## src/rtl/cfg_bridge.sv

```systemverilog
module cfg_bridge #(
  parameter int          DLY     = 2,
  parameter logic [11:0] WD_OFS  = 12'h3E8,
  parameter logic [11:0] RD_OFS  = 12'h3EC,
  parameter logic [11:0] CMD_OFS = 12'h3F0
) (
  input  logic        clk,
  input  logic        rst_n,
  input  logic        h_sel,
  input  logic        h_we,
  input  logic [11:0] h_addr,
  input  logic [3:0]  h_be,
  input  logic [31:0] h_wdata,
  output logic [31:0] h_rdata,
  output logic        c_req,
  output logic        c_we,
  output logic [11:0] c_addr,
  output logic [3:0]  c_be,
  output logic [31:0] c_wdata,
  input  logic        c_ack,
  input  logic [31:0] c_rdata
);
  localparam int CW = $clog2(DLY + 2);

  logic [31:0]   wd_q, rd_q;
  logic [9:0]    adr_q;
  logic [3:0]    ben_q;
  logic          bw_q, br_q, req_q;
  logic [CW-1:0] cnt_q;

  wire busy    = bw_q | br_q;
  wire hw      = h_sel & h_we & ~busy;
  wire sel_wd  = h_addr[11:2] == WD_OFS[11:2];
  wire sel_rd  = h_addr[11:2] == RD_OFS[11:2];
  wire sel_cmd = h_addr[11:2] == CMD_OFS[11:2];
  wire flag_wr = hw & sel_cmd & h_be[2];
  wire go_w    = flag_wr & h_wdata[16];
  wire go_r    = flag_wr & h_wdata[17] & ~h_wdata[16];
  wire done    = req_q & c_ack;

  always_ff @(posedge clk) begin
    if (!rst_n) begin
      wd_q  <= '0;
      rd_q  <= '0;
      adr_q <= '0;
      ben_q <= '0;
      bw_q  <= 1'b0;
      br_q  <= 1'b0;
      req_q <= 1'b0;
      cnt_q <= '0;
    end else begin
      if (hw && sel_wd)
        for (int i = 0; i < 4; i++)
          if (h_be[i]) wd_q[8*i +: 8] <= h_wdata[8*i +: 8];
      if (hw && sel_cmd) begin
        if (h_be[0]) adr_q[5:0] <= h_wdata[7:2];
        if (h_be[1]) begin
          adr_q[9:6] <= h_wdata[11:8];
          ben_q      <= h_wdata[15:12];
        end
      end
      if (go_w || go_r) begin
        bw_q  <= go_w;
        br_q  <= go_r;
        cnt_q <= CW'(DLY);
      end else if (busy && !req_q) begin
        if (cnt_q == '0) req_q <= 1'b1;
        else             cnt_q <= cnt_q - 1'b1;
      end else if (done) begin
        req_q <= 1'b0;
        bw_q  <= 1'b0;
        br_q  <= 1'b0;
        if (br_q) rd_q <= c_rdata;
      end
    end
  end

  assign c_req   = req_q;
  assign c_we    = bw_q;
  assign c_addr  = {adr_q, 2'b00};
  assign c_be    = bw_q ? ben_q : 4'hF;
  assign c_wdata = wd_q;

  always_comb begin
    h_rdata = '0;
    if (sel_wd)       h_rdata = wd_q;
    else if (sel_rd)  h_rdata = rd_q;
    else if (sel_cmd) h_rdata = {14'd0, br_q, bw_q, ben_q, adr_q, 2'b00};
  end
endmodule

```

## config.mk

```make
export PLATFORM = sky130hd
export DESIGN_NAME = cfg_bridge
export DESIGN_NICKNAME = d
export VERILOG_FILES = /design/src/rtl/cfg_bridge.sv
export SDC_FILE = /design/constraint.sdc
export NUM_CORES = 1
export LEC_CHECK = 0
export ABC_AREA = 1
export ABC_CLOCK_PERIOD_IN_PS = 3650
export BUFFER_PORTS_ARGS = -buffer_cell sky130_fd_sc_hd__buf_2
export CAP_MARGIN = 20
export CORE_UTILIZATION = 42
export DETAILED_ROUTE_END_ITERATION = 10
export PLACE_DENSITY = 0.82
export SETUP_SLACK_MARGIN = 0.1
export SYNTH_ARGS = -nofsm -noshare
export SYNTH_HDL_FRONTEND = slang
export SYNTH_SLANG_ARGS = --single-unit
```

## constraint.sdc

```tcl
create_clock -name clk -period 3.65 [get_ports clk]
set_input_delay 0.365 -clock clk [delete_from_list [all_inputs] [get_ports clk]]
set_output_delay 0.365 -clock clk [all_outputs]
set_load 0.01 [all_outputs]
```

* Word-level counts from Yosys, hierarchy flattened
Index checks and enable logic that the tools add are counted.
** Storage, ports and cells
- Input port bits :: 85
- Register bits after elaboration :: 83
- Word-level logic and storage cells :: 69
- Output and inout bits :: 82
** Cells by class
- Add/subtract/negate cells :: 1
- Bitwise gates (word level) :: 15
- Equal/unequal tests :: 6
- Muxes and demuxes :: 13
- Reduce and logical (&&, ||, !) cells :: 21
** Operator list (number)
- 32-bit 2-to-1 mux :: 2
- 10-bit by 8-bit equality test with 1-bit output (second input constant) :: 3
- 18-bit 2-to-1 mux :: 1
- 2-bit AND reduction :: 9
- 1-bit AND :: 8
- 1-bit 2-to-1 mux :: 6
- 2-bit 2-to-1 mux :: 3
- 1-bit inverter :: 6
- 2-bit nonzero test :: 3
- 4-bit 2-to-1 mux :: 1
- 2-bit inequality test (second input constant) :: 2
- 4-bit AND reduction :: 1
- 1-bit logical AND :: 3
- 3-bit AND reduction :: 1
- 2-bit zero test :: 1
- 2-bit by 1-bit inequality test with 1-bit output (second input constant) :: 1
- 2-bit OR reduction :: 1
- 2-bit by 1-bit subtractor with 2-bit output (second input constant) :: 1
- 1-bit zero test :: 1
- 1-bit logical OR :: 1
- 1-bit bitwise OR :: 1

* Longest topological paths before layout
Gate-level depths: netlist of run 1.
- Word-level depth :: 10
- Mapped depth :: 10
- Depth with buffers taken out :: 8

* Worst setup path after synthesis of run 1
No wires, ideal clock.
- Path type :: input to output
- Start :: in h_addr[4]
- End :: out h_rdata[11]
- Required time :: 3.285 ns
- Cell stages on the path :: 8
- Path buffers :: 1
- Data arrival time :: 1.395 ns
- Slack :: 1.890 ns
- Path through :: inv_1 nand2_1 nor3_4 nand3_4 inv_1 buf_2 a21oi_1 a22oi_1
** Between the ends
- Word-level cells in the longest chain between the ends :: 4
- Elaborated cells on any way between the ends :: 6
- Classes of those cells :: 3 x eq/ne; 3 x mux
** Ends and longest elaborated chain
- start, declared :: line 11 : input logic [11:0] h_addr,
- 10-bit by 8-bit equality test with 1-bit output :: line 35 : wire sel_cmd = h_addr[11:2] == CMD_OFS[11:2];
- 18-bit 2-to-1 mux :: line 88 : else if (sel_cmd) h_rdata = {14'd0, br_q, bw_q, ben_q, adr_q, 2'b00};
- 32-bit 2-to-1 mux :: line 87 : else if (sel_rd) h_rdata = rd_q;
- 32-bit 2-to-1 mux (*) :: line 86 : if (sel_wd) h_rdata = wd_q;
- end, declared :: line 14 : output logic [31:0] h_rdata,
Every way passes the cells marked *; elsewhere a longest branch is shown, timed or not.

* Final worst setup path of run 1
- Start :: in h_addr[4]
- End :: out h_rdata[14]
The elaborated chain is that of the path after synthesis.

==> results of run 1 <==
[registers in the layout, indices dropped and copies added, names as in the netlist]
signal,cells
adr_q,10
ben_q,4
br_q,1
c_req,1
c_wdata,32
c_we,1
cnt_q,2
rd_q,32
[final cells by class]
type	instances	share of cell area, %
clock inverters	4	1.55
multi-input cells	288	32.5
clock buffers	12	3.32
flip-flops and latches	83	35.5
well taps	105	2.81
inverters	77	6.18
repair buffers	165	18.1
[how the worst max path moves through the flow]
stage              start          end
6_report       h_addr[4]  h_rdata[14]
5_1_grt        h_addr[4]  h_rdata[14]
4_1_cts        h_addr[4]   h_rdata[5]
3_5_place_dp   h_addr[4]  c_wdata[26]
3_3_place_gp   h_addr[4]  h_rdata[14]
2_1_floorplan  h_addr[4]  h_rdata[11]
[worst register-to-register path, cell delays in order, from the launching register on]
cell and delay (ps):
dfxtp_1 370, inv_2 120, nand2_1 70, nor2_2 210
inv_2 60, nor2_2 490, nand2_1 450, o21ai_0 330
a21oi_1 60
[cells in the mapped netlist (2+ instances only)]
| library cell | instances |
|---|---|
| or2_2 | 3 |
| nand3_1 | 22 |
| o21ai_0 | 66 |
| nor2_1 | 19 |
| inv_1 | 72 |
| clkbuf_1 | 18 |
| nand4_1 | 4 |
| buf_6 | 4 |
| o22ai_1 | 16 |
| nand2_1 | 27 |
| a21oi_1 | 77 |
| o221ai_1 | 7 |
| nor2_2 | 5 |
| o21ai_1 | 5 |
| clkinv_1 | 2 |
| nand2_2 | 3 |
| a22oi_1 | 9 |
| buf_2 | 3 |
| nor3_1 | 15 |
| inv_2 | 3 |
| buf_4 | 3 |
| dfxtp_1 | 83 |
[layer usage]
layer,track usage (%),vias up,part of all wire [%]
li1,-,1909,-
met2,38.0,162,47
met5,0,-,0
met3,5.56,26,7.8
met1,28.4,1747,42
met4,10.4,0,2.7
[logic make-up after synthesis]
family                 count (synthesis)
buffers and inverters                106
XOR/XNOR                               1
other                                  1
AND/OR/NAND/NOR                      102
flip-flops                            83
AO/OA/AOI/OAI                        183
[per-stage QoR]
| stage | area [um^2] | cells | setup WS [ps] | util, % | power (mW) |
|---|---|---|---|---|---|
| 2_1_floorplan | 3620 | 477 | 1890 | - | 0.963 |
| 3_3_place_gp | 4430 | 717 | 1170 | 53.6 | 1.02 |
| 3_5_place_dp | 4430 | 717 | 1100 | 53.6 | 1.02 |
| 4_1_cts | 4660 | 733 | 1120 | 56.4 | 1.76 |
| 5_1_grt | 4680 | 734 | 875 | 56.6 | 1.82 |
| 6_report | 4680 | 734 | 1090 | 56.6 | 1.74 |
[power breakdown]
part / internal [mW] / switching, mW
Clock: 0.423 / 0.323
Combinational: 0.0412 / 0.0518
Sequential: 0.904 / 0.0000583
Total: 1.37 / 0.374
[placed cells by master, fill, tap and decap left out, types with 7 or more instances in the layout]
cell      count
buf_2       162
dfxtp_1      83
a21oi_1      77
inv_1        72
o21ai_0      66
nand2_1      27
nand3_1      21
nor2_1       19
o22ai_1      16
nor3_1       15
clkbuf_8     11
a22oi_1       9
o221ai_1      7
==> reports/qor.txt, run 1 <==
endpoint class of the critical path = output pin
Fmax = 390 MHz
Hold Slack = 280 ps
FILL cells = 795
Iter 0 DRT Violations = 166
fraction of registers with async set/reset = 0%
post-synthesis mux area share = 0%
Final min period = 2560 ps
Hold Path Origin = h_wdata[4]
TritonCTS clock tree = built
post-CTS setup buffer count = 0
Die Wd = 94.8 um
multi-input logic area = 0.00152 mm^2
RSZ-0062 raised after global routing = no
Worst path max stage delay = 640 ps
Synth Area per Inst = 7.60 um^2
Yosys Warn Count = 0
Residual DRC = 0
Compound-Gate Fraction of Synth Area = 27.5%
setup violators final = 0
Worst-Margin Slew = 1070 ps
Overflow after GRT = 0
Cell Rows = 33
Reg clk slew, reported paths = 80 ps
Arr. time, crit path = 2200 ps
pwr dens = 373 mW/mm^2
GRT Util Overall = 23.1%
Levels on crit path = 9
die height = 94.8 um
Post-Synth Adder-Cell Area = 0%
ant diodes = 0
Die ar. = 0.00898 mm^2
peak fanout along the critical path = 25
IO Count = 167
peak supply drop = 232 uV
number of flops mapped to enable cells by yosys = 0
worst min path class = in2reg
root buffer cell = clkbuf_8
CP Launch Type = input port
routed wire length = 10500 um
number of synthesized register bits = 83
Main synth FF type = dfxtp_1
synth unique cells = 32
Final Cycle Share = 70.2%
worst clock skew = 6.40 ps
setup TNS = 0 ps
slowest CP cell = inv_1
routed vias/inst = 5.24
R2R Setup Slk = 1390 ps
Slew Limit Headroom = 28.4%
CP Cell Sequence = buf_2 -> inv_1 -> nand2_1 -> nor3_4 -> nand3_4 -> inv_1 -> a21oi_1 -> a22oi_1 -> buf_2
status = finished clean
maxcap violations = 0
Slew Limit Fails = 0
clk_lat worst skew = 330 ps
hold buffers post-CTS = 0
Synth Area in Simple Gates = 13.9%
required time of the critical path = 3280 ps
routed len/inst = 14.3 um
Synth Cell Area = 0.00362 mm^2
register area = 0.00166 mm^2
clk buf depth = 2
CTS H-tree depth = 3
Hold Crit Depth = 3
Syn Inst Count = 476
nets = 709
Synth Area in XOR/XNOR = 0.242%
CTS resizes = 0
Worst path top cell family by delay = buffers and inverters
static leakage = 2.05 nW
fraction of layout cells with a size suffix above 1 = 31.8%
worst setup path class = in2out
initial antenna violation count = 0
hold worst-path end = adr_q[2]
Synth area leader = dfxtp_1
final hold violations = 0
largest net degree at the start of global routing = 74
vias = 3844
first-pass GRT wire length = 16100 um
worst reg2reg startpoint = c_we
TritonCTS Sinks = 83
top cell type's share of synthesized area = 46.0%
TritonRoute pass-1 iters = 5
Buf/Inv on CP = 4
top post-synthesis cells by area = dfxtp_1, a21oi_1, o21ai_0
register area share after synthesis = 46.0%
largest family of logic cells by synthesized area = compound AO/OA/AOI/OAI gates
Core Region = 0.00826 mm^2
post-route ant nets = 0
Area Growth Syn to Fin = 29.3%
PortBufs = 162
hpwl dp = 7570 um
Num CTS Buffers = 9
Routability Congestion = 0.835
number of global-route vias before repair = 3556
Reg2Reg Capture Point = c_wdata[26]
path depth of the worst reg2reg path = 8
Initial Utilization = 43.8%
(Power assumes the default switching activity.)
==> run 2: changes to the inputs <==
ABC_CLOCK_PERIOD_IN_PS = 2500   (was 3650)
clock period = 2.5 ns   (was 3.65 ns; I/O delays follow)
==> run 2 against run 1 <==
Register-to-register slack lost 830 ps; clock power up 41%; worst setup slack lost 740 ps; final cell count grew 0.54%; sequential share of layout area hardly changed; cell area is 0.13% higher; worst hold slack got worse by 120 ps; via count is 0.75% higher; first-iteration DRC count rose by 21%; critical endpoint is now h_rdata[5]; largest cell class unchanged; largest power group unchanged.
==> reports/qor.txt, run 2 (synthesis gave the netlist of run 1 again) <==
Worst-Margin Slew = 642 ps (-433 ps)
Overflow after GRT = 0 (unchanged)
final hold violations = 0 (unchanged)
Non-Filler Instances = 738 (+0.54%)
Final min period = 2150 ps
peak supply drop = 303 uV (+31%)
maxcap violations = 0 (unchanged)
setup TNS = 0 ps (unchanged)
met3 usage = 6.36% (+0.81 points)
Core Region = 0.00826 mm^2 (unchanged)
worst min path class = in2reg
initial antenna violation count = 0 (unchanged)
Residual DRC = 0 (unchanged)
Die ar. = 0.00898 mm^2 (unchanged)
busiest layer in global routing = met2
pwr dens = 535 mW/mm^2 (+44%)
status = finished clean
post-CTS setup buffer count = 0 (unchanged)
die height = 94.8 um (unchanged)
Routability Congestion = 0.856 (+2.5%)
Arr. time, crit path = 1900 ps (-300 ps)
fraction of layout cells with a size suffix above 1 = 32.2% (+0.43 points)
CTS resizes = 0 (unchanged)
required time of the critical path = 2250 ps (-1030 ps)
routing usage on met2 = 39.3% (+1.3 points)
Fmax = 464 MHz
routed wire length = 10600 um (+1.0%)
FILL cells = 759 (-4.5%)
Area Growth Syn to Fin = 29.5%
Slew Limit Headroom = 57.2% (+29 points)
largest net degree at the start of global routing = 38 (-49%)
placed cell count = 722 (+0.70%)
R2R Setup Slk = 560 ps (-830 ps)
GRT met1 Usage = 28.3% (-0.15 points)
worst setup path class = in2out
nets = 713 (+0.56%)
Slew Limit Fails = 0 (unchanged)
CTS H-tree depth = 3 (unchanged)
RSZ-0062 raised after global routing = no
first-pass GRT wire length = 16200 um (+0.69%)
setup violators final = 0 (unchanged)
CP Cell Sequence = buf_2 -> inv_1 -> nand2_1 -> nor3_4 -> nand3_4 -> inv_1 -> buf_4 -> a21oi_1 -> a22oi_1 -> buf_2
IO Count = 167 (unchanged)
TritonRoute pass-1 iters = 4 (-1)
root buffer cell = clkbuf_8
Die Wd = 94.8 um (unchanged)
Worst path max stage delay = 280 ps (-360 ps)
Num CTS Buffers = 9 (unchanged)
number of global-route vias before repair = 3561 (+0.14%)
GRT Util Overall = 23.4% (+0.29 points)
peak fanout along the critical path = 19 (-24%)
clk_lat worst skew = 340 ps (about the same)
Final Cycle Share = 86.1%
vias = 3873 (+0.75%)
Iter 0 DRT Violations = 201 (+21%)
TritonCTS Sinks = 83 (unchanged)
final core utilization = 56.7% (+0.076 points)
post-route cell area = 0.00468 mm^2 (+0.13%)
commonest non-fill, non-tap cell in the layout = buf_2
Initial Utilization = 43.8% (unchanged)
hold buffers post-CTS = 0 (unchanged)
endpoint class of the critical path = output pin
slowest CP cell = buf_4
TritonCTS clock tree = built
CP Launch Type = input port
Reg clk slew, reported paths = 90 ps (about the same)
routed len/inst = 14.4 um (+0.47%)
static leakage = 2.05 nW (+0.21%)
dpl cell area = 0.00447 mm^2 (+0.85%)
PortBufs = 162 (unchanged)
worst clock skew = 11.6 ps (+5.22 ps)
routed vias/inst = 5.25 (+0.21%)
clk buf depth = 2 (unchanged)
hpwl dp = 7950 um (+5.0%)
Cell Rows = 33 (unchanged)
post-route ant nets = 0 (unchanged)
commonest cells after routing, fill and taps aside = buf_2, dfxtp_1, a21oi_1, inv_1, o21ai_0
ant diodes = 0 (unchanged)
==> run 2: cell count changes in the layout (fill, tap and decap cells not counted) <==
cell,delta
clkbuf_8,-2
buf_12,-1
clkinvlp_4,+1
buf_4,+5
inv_6,+1
==> run 2: cell type report <==
| type | count | area (um^2) | area share, % |
|---|---|---|---|
| inverter | 77 | 289 | 6.17 |
| clock inverter | 6 | 88.8 | 1.90 |
| multi-input combinational | 288 | 1520 | 32.5 |
| sequential | 83 | 1660 | 35.5 |
| timing repair buffer | 169 | 863 | 18.4 |
| tap | 105 | 131 | 2.81 |
| clock buffer | 10 | 128 | 2.73 |
==> run 2: worst max-delay path: cells and delay by family <==
family                 cells  cell delay (ps)
AO/OA/AOI/OAI              2              240
AND/OR/NAND/NOR            3              540
buffers and inverters      5              860
==> run 2: worst paths after layout <==
path	start	endpoint	cells past startpoint
min reg2reg	rd_q[7]	rd_q[7]	2
min	h_wdata[21]	c_wdata[21]	3
max	h_addr[4]	h_rdata[5]	10
max reg2reg	c_we	c_wdata[30]	8
==> run 2: metal layers <==
metal | part of all wire (%) | wire, um
met3 | 8.3 | 882
met1 | 43 | 4540
met5 | 0 | 0
met2 | 47 | 5010
met4 | 1.5 | 158
==> run 2: power by group <==
part | internal [mW] | switching [mW]
Combinational | 0.0613 | 0.0776
Sequential | 1.32 | 0.0000846
Clock | 0.565 | 0.480
==> run 2: through the flow <==
stage | hold WS (ps) | total power, mW | setup slack, ps
after global routing | 156 | 2.61 | 197
after CTS | 149 | 2.53 | 371
after detailed placement | 440 | 1.49 | 351
after floorplan | 392 | 1.41 | 970
final | 161 | 2.51 | 347
after global placement | 435 | 1.48 | 445
==> run 3: changes to the inputs <==
--- a/config.mk
+++ b/config.mk
@@ -12,2 +12,3 @@
 export CORE_UTILIZATION = 42
+export CTS_CLUSTER_DIAMETER = 120
 export DETAILED_ROUTE_END_ITERATION = 10
==> constraint.sdc (replaced) <==
create_clock -name clk -period 2.5 [get_ports clk]
set_input_delay 0.5 -clock clk [delete_from_list [all_inputs] [get_ports clk]]
set_output_delay 0.5 -clock clk [all_outputs]
set_load 0.01 [all_outputs]
==> run 3 against run 2 <==
Die area unchanged; highest routed layer unchanged; via count up 1.5%; worst setup slack worse by 140 ps; combinational power about the same; worst hold slack better by 250 ps; count of clock-buffer cells in the layout unchanged.
==> reports/qor.txt, run 3 (synthesis gave the netlist of run 1 again) <==
routed len/inst = 14.4 um (+0.56%)
Routability Congestion = 0.847 (-1.0%)
Reg clk slew, reported paths = 90 ps (about the same)
peak supply drop = 330 uV (+8.7%)
endpoint class of the critical path = output pin
maxcap violations = 0 (unchanged)
Slew Limit Headroom = 62.5% (+5.3 points)
clk buf depth = 2 (unchanged)
Final Cycle Share = 91.7% (+5.5 points)
CTS resizes = 0 (unchanged)
worst clock skew = 6.56 ps (-5.06 ps)
root buffer cell = clkbuf_8
post-CTS setup buffer count = 0 (unchanged)
initial antenna violation count = 0 (unchanged)
FILL cells = 801 (+5.5%)
final hold violations = 0 (unchanged)
ant diodes = 0 (unchanged)
Fmax = 436 MHz (-6.0%)
worst setup path class = in2out
Setup crit start = h_addr[11]
static leakage = 2.07 nW (+1.0%)
path depth of the worst reg2reg path = 9 (+1)
vias = 3932 (+1.5%)
nets = 716 (+0.42%)
status = finished clean
Die Wd = 94.8 um (unchanged)
die height = 94.8 um (unchanged)
clk_lat worst skew = 340 ps (about the same)
required time of the critical path = 2000 ps (-250 ps)
TritonCTS Sinks = 83 (unchanged)
Residual DRC = 0 (unchanged)
peak fanout along the critical path = 7 (-12)
pwr dens = 534 mW/mm^2 (-0.15%)
Core Region = 0.00826 mm^2 (unchanged)
setup violators final = 0 (unchanged)
setup TNS = 0 ps (unchanged)
largest net degree at the start of global routing = 65 (+71%)
dpl cell area = 0.00450 mm^2 (+0.78%)
routed vias/inst = 5.31 (+1.1%)
RSZ-0062 raised after global routing = no
GRT Util Overall = 24.0% (+0.58 points)
Hold Slack = 408 ps (+247 ps)
Iter 0 DRT Violations = 190 (-5.5%)
Hold Crit Depth = 3 (unchanged)
CP endpoint = h_rdata[9]
post-route ant nets = 0 (unchanged)
commonest cells after routing, fill and taps aside = buf_2, dfxtp_1, a21oi_1, inv_1, o21ai_0
first-pass GRT wire length = 16600 um (+2.5%)
PortBufs = 162 (unchanged)
hold buffers post-CTS = 0 (unchanged)
TritonRoute pass-1 iters = 5 (+1)
Cell Rows = 33 (unchanged)
hpwl dp = 7910 um (-0.56%)
Overflow after GRT = 0 (unchanged)
Slew Limit Fails = 0 (unchanged)
Worst-Margin Slew = 562 ps (-79.5 ps)
number of global-route vias before repair = 3637 (+2.1%)
Arr. time, crit path = 1790 ps (-110 ps)
Reg2Reg Capture Point = c_wdata[15]
commonest non-fill, non-tap cell in the layout = buf_2
Num CTS Buffers = 9 (unchanged)
post-route cell area = 0.00472 mm^2 (+0.78%)
fraction of layout cells with a size suffix above 1 = 32.5% (+0.32 points)
routed wire length = 10700 um (+0.97%)
TritonCTS clock tree = built
IO Count = 167 (unchanged)
R2R Setup Slk = 600 ps (+40 ps)
Final min period = 2290 ps (+138 ps)
Area Growth Syn to Fin = 30.5%
CP Launch Type = input port
Die ar. = 0.00898 mm^2 (unchanged)
worst min path class = in2reg
worst reg2reg startpoint = c_we
CTS H-tree depth = 3 (unchanged)
Initial Utilization = 43.8% (unchanged)
run 3: changes by cell type in the layout (fill, tap and decap cells not counted), sizes merged:
cell / before / now
buf: 169 / 172
clkinv: 3 / 5
inv: 76 / 75
clkinvlp: 2 / 1
run 3: worst min-delay path by stage:
stage                     to  slack, ps        from
floorplan           rd_q[11]        420    rd_q[11]
global placement     rd_q[5]        430     rd_q[5]
detailed placement   rd_q[5]        440     rd_q[5]
CTS                 adr_q[7]        400  h_wdata[9]
global route        adr_q[7]        410  h_wdata[9]
finish              adr_q[7]        410  h_wdata[9]
run 3: stage by stage:
stage / setup WS (ps) / utilization (%) / total power, mW / std cells
finish: 208 / 57.1 / 2.52 / 741
global route: 112 / 57.1 / 2.63 / 741
CTS: 218 / 57.1 / 2.54 / 741
detailed placement: 197 / 54.5 / 1.49 / 725
global placement: 253 / 54.5 / 1.49 / 725
floorplan: 470 / - / 1.41 / 477
run 3: critical path, cell delays in order:
cell and delay (ps):
buf_2 100, nor2_2 230, nand4_1 420, o221ai_1 360
buf_2 180
run 3: report_power, final:
group | switching (mW) | internal [mW] | total (mW)
Clock | 0.495 | 0.565 | 1.06
Sequential | 0.0000898 | 1.32 | 1.32
Combinational | 0.0779 | 0.0614 | 0.139
Total | 0.573 | 1.95 | 2.52
run 3: area by class of cell:
class | instances | area (um^2) | area share (%)
Tap cell | 105 | 131 | 2.78
Timing Repair Buffer | 172 | 898 | 19.0
Clock inverter | 6 | 90.1 | 1.91
Multi-Input combinational cell | 288 | 1520 | 32.2
Clock buffer | 10 | 128 | 2.70
Inverter | 77 | 289 | 6.13
Sequential cell | 83 | 1660 | 35.2
run 3: routing by layer:
layer | vias up | global-route usage, % | share of wire [%]
li1 | 1915 | - | -
met1 | 1812 | 29.8 | 43
met2 | 180 | 40.6 | 48
met3 | 25 | 4.67 | 6.7
met4 | 0 | 9.22 | 2.5
met5 | - | 0 | 0
